[config.mk]
export PLATFORM = sky130hd
export DESIGN_NAME = irq_level_eval
export DESIGN_NICKNAME = d
export VERILOG_FILES = /design/src/rtl/irq_eval_pkg.sv /design/src/rtl/irq_hi_scan.sv /design/src/rtl/irq_level_merge.sv /design/src/rtl/irq_level_eval.sv
export SDC_FILE = /design/constraint.sdc
export NUM_CORES = 1
export LEC_CHECK = 0
export BUFFER_PORTS_ARGS = -buffer_cell sky130_fd_sc_hd__clkbuf_2
export CAP_MARGIN = 20
export CORE_MARGIN = 3
export CORE_UTILIZATION = 35
export CTS_BUF_LIST = sky130_fd_sc_hd__clkbuf_2 sky130_fd_sc_hd__clkbuf_4 sky130_fd_sc_hd__clkbuf_8
export CTS_CLUSTER_DIAMETER = 40
export CTS_CLUSTER_SIZE = 16
export DETAILED_ROUTE_END_ITERATION = 6
export PLACE_DENSITY_LB_ADDON = 0.15
export SLEW_MARGIN = 15
export SYNTH_ARGS = -nofsm -noshare
export SYNTH_HDL_FRONTEND = slang
export SYNTH_SLANG_ARGS = --single-unit
[constraint.sdc]
create_clock -name clk -period 2.2 [get_ports clk]
set_input_delay 0.11 -clock clk [delete_from_list [all_inputs] [get_ports clk]]
set_output_delay 0.11 -clock clk [all_outputs]
set_load 0.03 [all_outputs]
[src/rtl/irq_eval_pkg.sv]
`timescale 1ns/1ps
package irq_eval_pkg;
  localparam int unsigned VEC_W   = 32;
  localparam int unsigned LVL_W   = 5;
  localparam int unsigned ASYNC_W = 4;
  localparam int unsigned SW_LO   = 4;
  localparam int unsigned SW_HI   = 18;
  localparam int unsigned EXT_LO  = 20;
  localparam int unsigned EXT_HI  = 31;

  typedef enum logic {MAP_RELATIVE = 1'b0, MAP_DIRECT = 1'b1} lvl_map_e;
endpackage

[src/rtl/irq_hi_scan.sv]
`timescale 1ns/1ps
// Scans the window LO..HI of a request vector. It returns the in-window bits
// and the level of the highest set bit. The level is either the index itself
// or the index taken relative to LO, counting from 1.
module irq_hi_scan
  import irq_eval_pkg::*;
#(
  parameter int unsigned W     = 32,
  parameter int unsigned LW    = 5,
  parameter int unsigned LO    = 4,
  parameter int unsigned HI    = 18,
  parameter lvl_map_e    MAP   = MAP_RELATIVE
) (
  input  logic [W-1:0]  vec,
  output logic [W-1:0]  field,
  output logic          any,
  output logic [LW-1:0] lvl
);
  localparam int unsigned SPAN = HI - LO + 1;

  for (genvar k = 0; k < W; k++) begin : g_win
    if (k >= LO && k <= HI) begin : g_in
      assign field[k] = vec[k];
    end else begin : g_out
      assign field[k] = 1'b0;
    end
  end

  assign any = |field;

  always_comb begin
    lvl = '0;
    for (int i = LO; i < LO + SPAN; i++) begin
      if (field[i]) begin
        if (MAP == MAP_DIRECT) lvl = LW'(i);
        else                   lvl = LW'(i - LO + 1);
      end
    end
  end
endmodule

[src/rtl/irq_level_merge.sv]
`timescale 1ns/1ps
// Merges the two groups (external overrides software) and decides whether a
// trap is warranted against the current priority level.
module irq_level_merge #(
  parameter int unsigned W  = 32,
  parameter int unsigned LW = 5
) (
  input  logic [W-1:0]  sw_field,
  input  logic          sw_any,
  input  logic [LW-1:0] sw_lvl,
  input  logic [W-1:0]  ext_field,
  input  logic          ext_any,
  input  logic [LW-1:0] ext_lvl,
  input  logic [LW-1:0] cur_ipl,
  output logic [W-1:0]  summary,
  output logic [LW-1:0] level,
  output logic          fire
);
  always_comb begin
    summary = sw_field | ext_field;
    if (ext_any)     level = ext_lvl;
    else if (sw_any) level = sw_lvl;
    else             level = '0;
    fire = (level != '0) && (level > cur_ipl);
  end
endmodule

[src/rtl/irq_level_eval.sv]
`timescale 1ns/1ps
module irq_level_eval
  import irq_eval_pkg::*;
#(
  parameter int unsigned VW     = VEC_W,
  parameter int unsigned LW     = LVL_W,
  parameter int unsigned AW     = ASYNC_W,
  parameter int unsigned S_LO   = SW_LO,
  parameter int unsigned S_HI   = SW_HI,
  parameter int unsigned E_LO   = EXT_LO,
  parameter int unsigned E_HI   = EXT_HI
) (
  input  logic          clk,
  input  logic          rst_n,
  input  logic [VW-1:0] sw_req,
  input  logic [VW-1:0] ext_irq,
  input  logic [LW-1:0] cur_ipl,
  input  logic [AW-1:0] async_req,
  output logic          trap_o,
  output logic [VW-1:0] summary_o,
  output logic [LW-1:0] id_o,
  output logic          async_err_o
);
  // reset: asynchronous assert, synchronous release
  logic rst_q1, rst_sync_n;
  always_ff @(posedge clk or negedge rst_n) begin
    if (!rst_n) begin
      rst_q1     <= 1'b0;
      rst_sync_n <= 1'b0;
    end else begin
      rst_q1     <= 1'b1;
      rst_sync_n <= rst_q1;
    end
  end

  logic [VW-1:0] sw_field, ext_field, sum_c;
  logic          sw_any, ext_any, fire;
  logic [LW-1:0] sw_lvl, ext_lvl, lvl_c;

  irq_hi_scan #(.W(VW), .LW(LW), .LO(S_LO), .HI(S_HI), .MAP(MAP_RELATIVE)) u_sw_scan (
    .vec(sw_req), .field(sw_field), .any(sw_any), .lvl(sw_lvl)
  );

  irq_hi_scan #(.W(VW), .LW(LW), .LO(E_LO), .HI(E_HI), .MAP(MAP_DIRECT)) u_ext_scan (
    .vec(ext_irq), .field(ext_field), .any(ext_any), .lvl(ext_lvl)
  );

  irq_level_merge #(.W(VW), .LW(LW)) u_merge (
    .sw_field(sw_field), .sw_any(sw_any), .sw_lvl(sw_lvl),
    .ext_field(ext_field), .ext_any(ext_any), .ext_lvl(ext_lvl),
    .cur_ipl(cur_ipl), .summary(sum_c), .level(lvl_c), .fire(fire)
  );

  // next state
  logic          take;
  logic          trap_d, err_d;
  logic [VW-1:0] sum_d;
  logic [LW-1:0] id_d;

  always_comb begin
    take   = fire && !trap_o;        // single-cycle trap pulse
    trap_d = take;
    sum_d  = summary_o;
    id_d   = id_o;
    if (take) begin
      sum_d = sum_c;
      id_d  = lvl_c;
    end
    err_d = |async_req;
  end

  // registers
  always_ff @(posedge clk or negedge rst_sync_n) begin
    if (!rst_sync_n) begin
      trap_o      <= 1'b0;
      summary_o   <= '0;
      id_o        <= '0;
      async_err_o <= 1'b0;
    end else begin
      trap_o      <= trap_d;
      async_err_o <= err_d;
      if (take) begin
        summary_o <= sum_d;
        id_o      <= id_d;
      end
    end
  end

  // assertions
  p_trap_single_r8: assert property (@(posedge clk) disable iff (!rst_sync_n)
    trap_o |=> !trap_o);

  p_hold_r7: assert property (@(posedge clk) disable iff (!rst_sync_n)
    !trap_o |-> ($stable(summary_o) && $stable(id_o)));

  p_above_ipl_r5: assert property (@(posedge clk) disable iff (!rst_sync_n)
    trap_o |-> (id_o != '0) && (id_o > $past(cur_ipl)));

  p_async_flag_r9: assert property (@(posedge clk) disable iff (!rst_sync_n)
    (|async_req) |=> async_err_o);

  p_sum_nonzero_r4: assert property (@(posedge clk) disable iff (!rst_sync_n)
    trap_o |-> (summary_o != '0));
endmodule

After elaboration in Yosys (flattened, before gate mapping)
Cells that the tools add are included.
{"block": "op_classes", "n_reduce_logical": 7, "mux": 29, "order_cmp": 1, "n_bitwise": 1}
{"op": "$mux W5", "n": 13}
{"op": "$mux W4", "n": 9}
{"op": "$or A19 B32 Y32", "n": 1}
{"op": "$reduce_or A15 Y1", "n": 1}
{"op": "$mux W3", "n": 4}
{"op": "$reduce_or A12 Y1", "n": 1}
{"op": "$gt A5 B5 Y1", "n": 1}
{"op": "$reduce_bool A5 Y1", "n": 1}
{"op": "$mux W2", "n": 2}
{"op": "$reduce_or A4 Y1", "n": 1}
{"op": "$logic_and A1 B1 Y1", "n": 2}
{"op": "$logic_not A1 Y1", "n": 1}
{"op": "$mux W1", "n": 1}
{"block": "totals", "word_cells": 44, "input_bits": 75, "register_bits": 41}

Logic depth before layout (Yosys ltp)
Gate-level depths: netlist of the first run.
{"block": "logic_depth", "word_depth": 20, "ltp_mapped": 12, "mapped_depth_nobuf": 11}

Hierarchy
From an unflattened synthesis of the first run, not the netlist that was laid out.
{"block": "unflattened", "hier_cells": 267, "area_unflattened_um2": 2798.9}
{"mod": "irq_level_eval", "area_each_um2": 1597.8, "cells_each": 85, "n_inst": 1, "seq_area_each_um2": 1026.0}
{"mod": "irq_level_merge", "area_each_um2": 420.4, "cells_each": 65, "n_inst": 1, "seq_area_each_um2": 0.0}
{"mod": "irq_hi_scan at u_sw_scan", "area_each_um2": 411.6, "cells_each": 63, "n_inst": 1, "seq_area_each_um2": 0.0}
{"mod": "irq_hi_scan at u_ext_scan", "area_each_um2": 369.1, "cells_each": 54, "n_inst": 1, "seq_area_each_um2": 0.0}

Worst setup path after synthesis of the first run
Ideal clock, no wire load.
{"block": "synth_path", "kind": "input to register", "start": "input port sw_req[11]", "end": "register id_o[2]", "t_required_ns": 2.075, "n_path_buf": 1, "arrival_ns": 2.930, "stages": 12, "setup_slack_ns": -0.856, "setup_ns": 0.125, "cell_sequence": "or4_1 > nor3_2 > a21oi_1 > a221oi_1 > inv_1 > ha_1 > and3_1 > a31oi_1 > o21ai_0 > a21oi_4 > buf_12 > mux2_4"}
{"block": "synth_via", "elab_chain_cells": 13, "elab_cells_between_ends": 15}
{"item": "start: declaration", "line": "irq_level_eval.sv:15", "text": "input logic [VW-1:0] sw_req,"}
{"item": "$mux W4 (8 in series)", "line": "irq_hi_scan.sv:34", "text": "if (field[i]) begin"}
{"item": "$mux W4 *", "line": "irq_level_merge.sv:22", "text": "else if (sw_any) level = sw_lvl;"}
{"item": "$mux W5 *", "line": "irq_level_merge.sv:21", "text": "if (ext_any) level = ext_lvl;"}
{"item": "net id_d[1]", "line": "irq_level_eval.sv:58", "text": "logic [LW-1:0] id_d;"}
{"item": "$gt A5 B5 Y1 / $reduce_bool A5 Y1 (equally long branches)", "line": "irq_level_merge.sv:24", "text": "fire = (level != '0) && (level > cur_ipl);"}
{"item": "$logic_and A1 B1 Y1 *", "line": "irq_level_merge.sv:24"}
{"item": "$logic_and A1 B1 Y1 *", "line": "irq_level_eval.sv:61", "text": "take = fire && !trap_o;"}
{"item": "end signal: assignment", "line": "irq_level_eval.sv:84", "text": "id_o <= id_d;"}
{"item": "end: declaration", "line": "irq_level_eval.sv:21", "text": "output logic [LW-1:0] id_o,"}
The timed path passes the listed nets; every way through them passes the cells marked *.
A chain may end at the register's enable or synchronous reset.

Final worst setup path of the first run
{"block": "layout_path", "start": "input port sw_req[7]", "end": "register summary_o[31]"}
{"block": "layout_via", "elab_chain_cells": 17, "elab_cells_between_ends": 19}
{"item": "$mux W3 (4 in series)", "line": "irq_hi_scan.sv:34"}
{"item": "$mux W4 (8 in series)", "line": "irq_hi_scan.sv:34"}
{"item": "$mux W4 *", "line": "irq_level_merge.sv:22"}
{"item": "$mux W5 *", "line": "irq_level_merge.sv:21"}
{"item": "net id_d[1]", "line": "irq_level_eval.sv:58"}
{"item": "$gt A5 B5 Y1 / $reduce_bool A5 Y1 (equally long branches)", "line": "irq_level_merge.sv:24"}
{"item": "$logic_and A1 B1 Y1 *", "line": "irq_level_merge.sv:24"}
{"item": "$logic_and A1 B1 Y1 *", "line": "irq_level_eval.sv:61"}
{"item": "end signal: assignment", "line": "irq_level_eval.sv:83", "text": "summary_o <= sum_d;"}
{"item": "end: declaration", "line": "irq_level_eval.sv:20", "text": "output logic [VW-1:0] summary_o,"}
Marked as above.

==> results.json, run 1 <==
{
  "grt_usage": 0.161,
  "start_kind": "input pin",
  "die_w_um": 80.4,
  "violations": "setup timing",
  "drive_gt1_frac": 0.634,
  "synth_compound_area_frac": 0.0935,
  "pwr-share-comb": 0.427,
  "power.density_mw_per_mm2": 816,
  "setup_viol": 33,
  "io_pins": 114,
  "synth_most_common_cell": "dfrtp_1",
  "p_sw_mw": 0.873,
  "rsz0062_at_grt": "yes",
  "fin_crit_sh": 1.27,
  "rows": 26,
  "place_ws_ps": -875,
  "die-area_mm2": 0.00647,
  "synth_top_cell_by_area": "dfrtp_1",
  "cts_num_sinks": 36,
  "drtIter0Drc": 52,
  "min_period_ps": 2780,
  "fin_hold_ws_ps": 14.2,
  "grt_overflow_total": 0,
  "ys_seq_area_frac": 0.465,
  "ys.flop_type": "dfrtp_1",
  "yosys.area_share.simple": 0.108,
  "syn_area_mm2": 0.00194,
  "synth.top_cells.by_count": "dfrtp_1, mux2_4, nor2_1",
  "slew_violations": 0,
  "synth-edff-count": 0,
  "dpl.cell_count": 332,
  "fin_util": 0.565,
  "die_h_um": 80.4,
  "layout_setup_ws_ps": -584,
  "clkLatencyLatePin_ps": 280,
  "synth_top_family_by_area": "multiplexers",
  "htreeDepth": 2,
  "vias_per_cell": 4.60,
  "grt_pass1_vias": 1689,
  "synthXorXnorAreaFrac": 0,
  "portBuffers": 71,
  "internal-power_mw": 1.54,
  "grt_start_max_net_pins": 28,
  "cp.arrival_ps": 2950,
  "wire_per_inst_um": 14.4,
  "cp.required_ps": 2370,
  "path_clk_slew_ps": 70,
  "seqPwrFrac": 0.369,
  "status": "finished, violations left",
  "synth.distinct_cells": 37,
  "start_util": 0.370,
  "antenna_found_initial": 0,
  "vdd_drop_max_mv": 0.466,
  "async_flop_share": 1.00,
  "hold_violations": 0,
  "clock_tree.root_cell": "clkbuf_8",
  "end_kind": "flip-flop",
  "vias": 1606,
  "cts_tree": "yes",
  "syn_avg_cell_area_um2": 12.6,
  "path_class": "input pin to flip-flop",
  "cts_max_path_buffers": 2,
  "maxCapViolCount": 0,
  "hpwl_mm": 3.67,
  "wirelength_mm": 5.01,
  "gp_congestion": 0.773,
  "dr.pass1.iters": 4,
  "core-area_mm2": 0.00524,
  "drc": 0,
  "hold_class": "input pin to flip-flop",
  "crit_fanout": 5,
  "syn2layout_area_growth_pct": 52.7,
  "grt_pass1_wl_mm": 7.98,
  "ant_nets": 0,
  "ys_ff_latch": 36,
  "synthMuxAreaShare": 0.228,
  "netlist_instances": 154,
  "synth_top_cell_area_share": 0.465,
  "synth.area.top_cells": "dfrtp_1, mux2_4, ha_1, buf_12, nor2_1",
  "instances_no_fill": 349,
  "timing.fmax_mhz": 359,
  "layout.nets": 358,
  "skew_ps": 7.72,
  "synth_fa_ha_area_frac": 0.0323,
  "diodes": 0,
  "p_leak_nw": 1.51,
  "switching_share": 0.362,
  "finalSetupTns_ps": -17150,
  "yosys_warnings": 0,
  "clkPwrFrac": 0.204,
  "numCtsBuffers": 5
}
final timing paths:
path / startpoint / to / slack, ps / depth (start not counted)
worst max-delay path: sw_req[7] / summary_o[31]$_DFFE_PN0P_ / -580 / 14
worst min-delay path: async_req[2] / async_err_o$_DFF_PN0_ / 10 / 2
worst max register to register: trap_o$_DFF_PN0_ / summary_o[31]$_DFFE_PN0P_ / 630 / 6
worst min register to register: rst_sync_n$_DFF_PN0_ / async_err_o$_DFF_PN0_ / 140 / 0
max in group asynchronous: rst_sync_n$_DFF_PN0_ / summary_o[16]$_DFFE_PN0P_ / 1370 / 1
min in group asynchronous: rst_sync_n$_DFF_PN0_ / async_err_o$_DFF_PN0_ / 140 / 0
flip-flops by register name, summed over array words and instances, names as in the netlist:
register,count
async_err_o,1
summary_o,27
rst_sync_n,1
trap_o,1
rst_q1,1
id_o,5
power groups by stage:
stage	clock network [mW]	logic, mW	registers [mW]
after floorplan	0	0.371	1.17
after global placement	0	0.927	0.902
after detailed placement	0	0.933	0.900
after CTS	0.510	1.02	0.892
after global routing	0.537	1.09	0.910
final	0.493	1.03	0.891
layer usage:
| layer | vias up | routed length [um] | GRT usage |
|---|---|---|---|
| met5 | - | 0 | 0 |
| met4 | 0 | 43 | 0.0456 |
| met3 | 5 | 295 | 0.0392 |
| met2 | 49 | 2390 | 0.264 |
| met1 | 758 | 2280 | 0.211 |
| li1 | 794 | - | - |
placed cells by master, fill, tap and decap left out, types with 2 or more instances in the layout:
cell type,instances
a21oi_1,3
nor2_1,15
nor3_1,2
nand2b_1,2
buf_6,6
inv_1,10
o31ai_1,4
a221oi_2,2
ha_1,4
nand2_1,3
conb_1,6
nor4_1,2
clkbuf_2,70
or4_4,3
buf_4,40
buf_12,2
dfrtp_1,36
a31oi_1,2
clkbuf_8,6
a21oi_2,3
mux2_4,30
o22ai_1,2
critical path, stage by stage:
cell      delay (ps)
buf_6             90
or4_4            560
nor3_4           220
a21oi_2          100
a221oi_2         290
inv_1            130
ha_4             250
and3_4           170
a31oi_4          170
o21ai_4          100
a21oi_4          170
buf_6            160
buf_12           130
mux2_4           300
through the flow:
stage,cell area (um^2),total power [mW]
6_report,2960,2.42
5_1_grt,2960,2.54
4_1_cts,2900,2.42
3_5_place_dp,2660,1.83
3_3_place_gp,2660,1.83
2_1_floorplan,1990,1.54
cell families (layout without fill, tap and decap cells):
kind of cell	after synthesis	in the layout
AOI/OAI and AO/OA	25	25
adders and majority gates	5	5
muxes	30	30
DFF	36	36
buffers and inverters	18	139
other	2	6
and+or+nand+nor	38	38
timing repair:
action	4_1_cts	5_1_grt
hold buffers	1	0
gates cloned	2	1
hold endpoints to repair	2	0
pin swaps	7	10
resized for setup	12	9
endpoints found under the setup margin	33	33
setup buffers	6	2
cell type report:
type	count	area, um^2
multi-input cells	104	1020
flip-flops and latches	36	901
inverters	10	37.5
clock buffers	7	90.1
fillers	459	2280
clock inverters	1	7.51
repair buffers	121	821
well taps	70	87.6
No activity file was read; power rests on OpenSTA's default activity.
==> inputs of run 2 (changes only) <==
Settings changed: CORE_ASPECT_RATIO from default to 0.5, CORE_MARGIN 3 to 1.5.
==> run 2 against run 1 <==
Against the previous run:
- the flow still finishes with violations (setup timing)
- clock-buffer cell count stayed put
- clock power up 4.7%
- highest routed layer unchanged
- worst hold slack worse by 10 ps
- flip-flop and latch count unchanged
- maximum frequency grew 0.75%
- final cell count shrank 2.9%
- sequential power hardly changed
- critical path depth is 2 lower
- combinational power down 6%
- largest power group unchanged
- clock skew is 2.3 ps higher
==> results.json, run 2 (same netlist as run 1, synthesis figures left out) <==
{
  "portBuffers": 71,
  "cts_num_sinks": 36,
  "hold_violations": 0,
  "p_sw_mw": 0.862,
  "end_kind": "flip-flop",
  "syn2layout_area_growth_pct": 46.8,
  "min_period_ps": 2760,
  "htreeDepth": 2,
  "critical-path-top-delay-family": "simple AND/OR/NAND/NOR gates",
  "cts_tree": "yes",
  "layout.nets": 349,
  "die_w_um": 108,
  "final_cell_mix": "clkbuf_2, buf_4, dfrtp_1",
  "seqPwrFrac": 0.374,
  "start_kind": "input pin",
  "wire_per_inst_um": 14.4,
  "antenna_found_initial": 0,
  "vias": 1582,
  "start_util": 0.378,
  "clkPwrFrac": 0.217,
  "die_h_um": 55.6,
  "hold_class": "input pin to flip-flop",
  "cp_slowest_cell": "or4_4",
  "layout_setup_ws_ps": -563,
  "power.density_mw_per_mm2": 833,
  "clkLatencyLatePin_ps": 290,
  "drc": 0,
  "internal-power_mw": 1.51,
  "place_ws_ps": -847,
  "diodes": 0,
  "clock_tree.root_cell": "clkbuf_8",
  "rows": 18,
  "vdd_drop_max_mv": 0.380,
  "drive_gt1_frac": 0.621,
  "switching_share": 0.364,
  "timing.fmax_mhz": 362,
  "gp_congestion": 0.826,
  "rsz0062_at_grt": "yes",
  "placed_area_mm2": 0.00264,
  "fin_crit_sh": 1.26,
  "crit_buf_inv": 2,
  "grt_overflow_total": 0,
  "grt_pass1_wl_mm": 7.71,
  "mostFrequentLayoutCell": "clkbuf_2",
  "maxCapViolCount": 0,
  "ant_nets": 0,
  "fin_hold_ws_ps": 4.17,
  "tightestPinTransition_ps": 514,
  "path_clk_slew_ps": 80,
  "io_pins": 114,
  "dr.pass1.iters": 4,
  "hpwl_mm": 3.79,
  "skew_ps": 9.97,
  "drtIter0Drc": 49,
  "grt_usage": 0.170,
  "cp.required_ps": 2370,
  "setup_viol": 33,
  "numCtsBuffers": 5,
  "finalPower_mw": 2.37,
  "core-area_mm2": 0.00513,
  "die-area_mm2": 0.00602,
  "status": "finished, violations left",
  "grt_start_max_net_pins": 34,
  "largest_register_ffs": 27,
  "path_class": "input pin to flip-flop",
  "cts_max_path_buffers": 2,
  "top_regs": "summary_o x27, id_o x5",
  "relSlewSlack": 0.653,
  "p_leak_nw": 1.45,
  "final_cell_area_mm2": 0.00285,
  "fin_util": 0.554,
  "cp.arrival_ps": 2930,
  "instances_no_fill": 339,
  "pwr-share-comb": 0.408,
  "slew_violations": 0,
  "dpl.cell_count": 328,
  "violations": "setup timing",
  "regMostFlops": "summary_o",
  "path_cells": "buf_6 > or4_4 > nor3_4 > a21oi_2 > a221oi_2 > ha_1 > and3_4 > a31oi_4 > o21ai_2 > a21oi_4 > clkbuf_16 > mux2_4",
  "grt_pass1_vias": 1564,
  "vias_per_cell": 4.67,
  "critPathMaxStageDelay_ps": 570,
  "finalSetupTns_ps": -16680,
  "crit_fanout": 8,
  "wirelength_mm": 4.89
}
==> run 2: timing repair <==
| item | in CTS | in global routing |
|---|---|---|
| hold buffers | 1 | 0 |
| endpoints found under the hold margin | 2 | 0 |
| gates resized for setup | 3 | 7 |
| pin swaps | 1 | 8 |
| cloned | 0 | 1 |
| endpoints found under the setup margin | 33 | 33 |
| setup buffers | 2 | 1 |
==> run 2: worst paths after layout <==
kind | from | to | slack (ps) | cells past startpoint
max | sw_req[13] | summary_o[12]$_DFFE_PN0P_ | -560 | 12
min | async_req[2] | async_err_o$_DFF_PN0_ | 4 | 2
max reg2reg | trap_o$_DFF_PN0_ | summary_o[12]$_DFFE_PN0P_ | 640 | 5
min reg2reg | rst_sync_n$_DFF_PN0_ | async_err_o$_DFF_PN0_ | 20 | 0
max in group asynchronous | rst_sync_n$_DFF_PN0_ | summary_o[16]$_DFFE_PN0P_ | 1580 | 1
min in group asynchronous | rst_sync_n$_DFF_PN0_ | async_err_o$_DFF_PN0_ | 20 | 0
==> run 2: routing by layer <==
layer  global-route usage  part of all wire  vias to the layer above
met5                    0                 0                        -
met4               0.0620             0.013                        0
met3               0.0375             0.044                        7
met2                0.243              0.42                       46
met1                0.250              0.52                      753
li1                     -                 -                      776
==> run 2: power groups by stage <==
stage	Combinational, mW	Sequential, mW	Clock, mW
2_1_floorplan	0.371	1.17	0
3_3_place_gp	0.920	0.894	0
3_5_place_dp	0.933	0.898	0
4_1_cts	0.943	0.888	0.525
5_1_grt	1.02	0.904	0.553
6_report	0.968	0.888	0.516
==> run 2: worst reg2reg max path: stages, from the launching register on <==
cell	delay (ps)
dfrtp_1	410
a31oi_4	150
o21ai_2	90
a21oi_4	250
clkbuf_16	230
mux2_4	300
==> run 2: cell type report <==
type                            instances  area, um^2
Fill cell                             479        2290
Multi-Input combinational cell        104        1010
Sequential cell                        36         901
Timing Repair Buffer                  112         714
Clock buffer                            7        96.3
Tap cell                               70        87.6
Inverter                               10        37.5
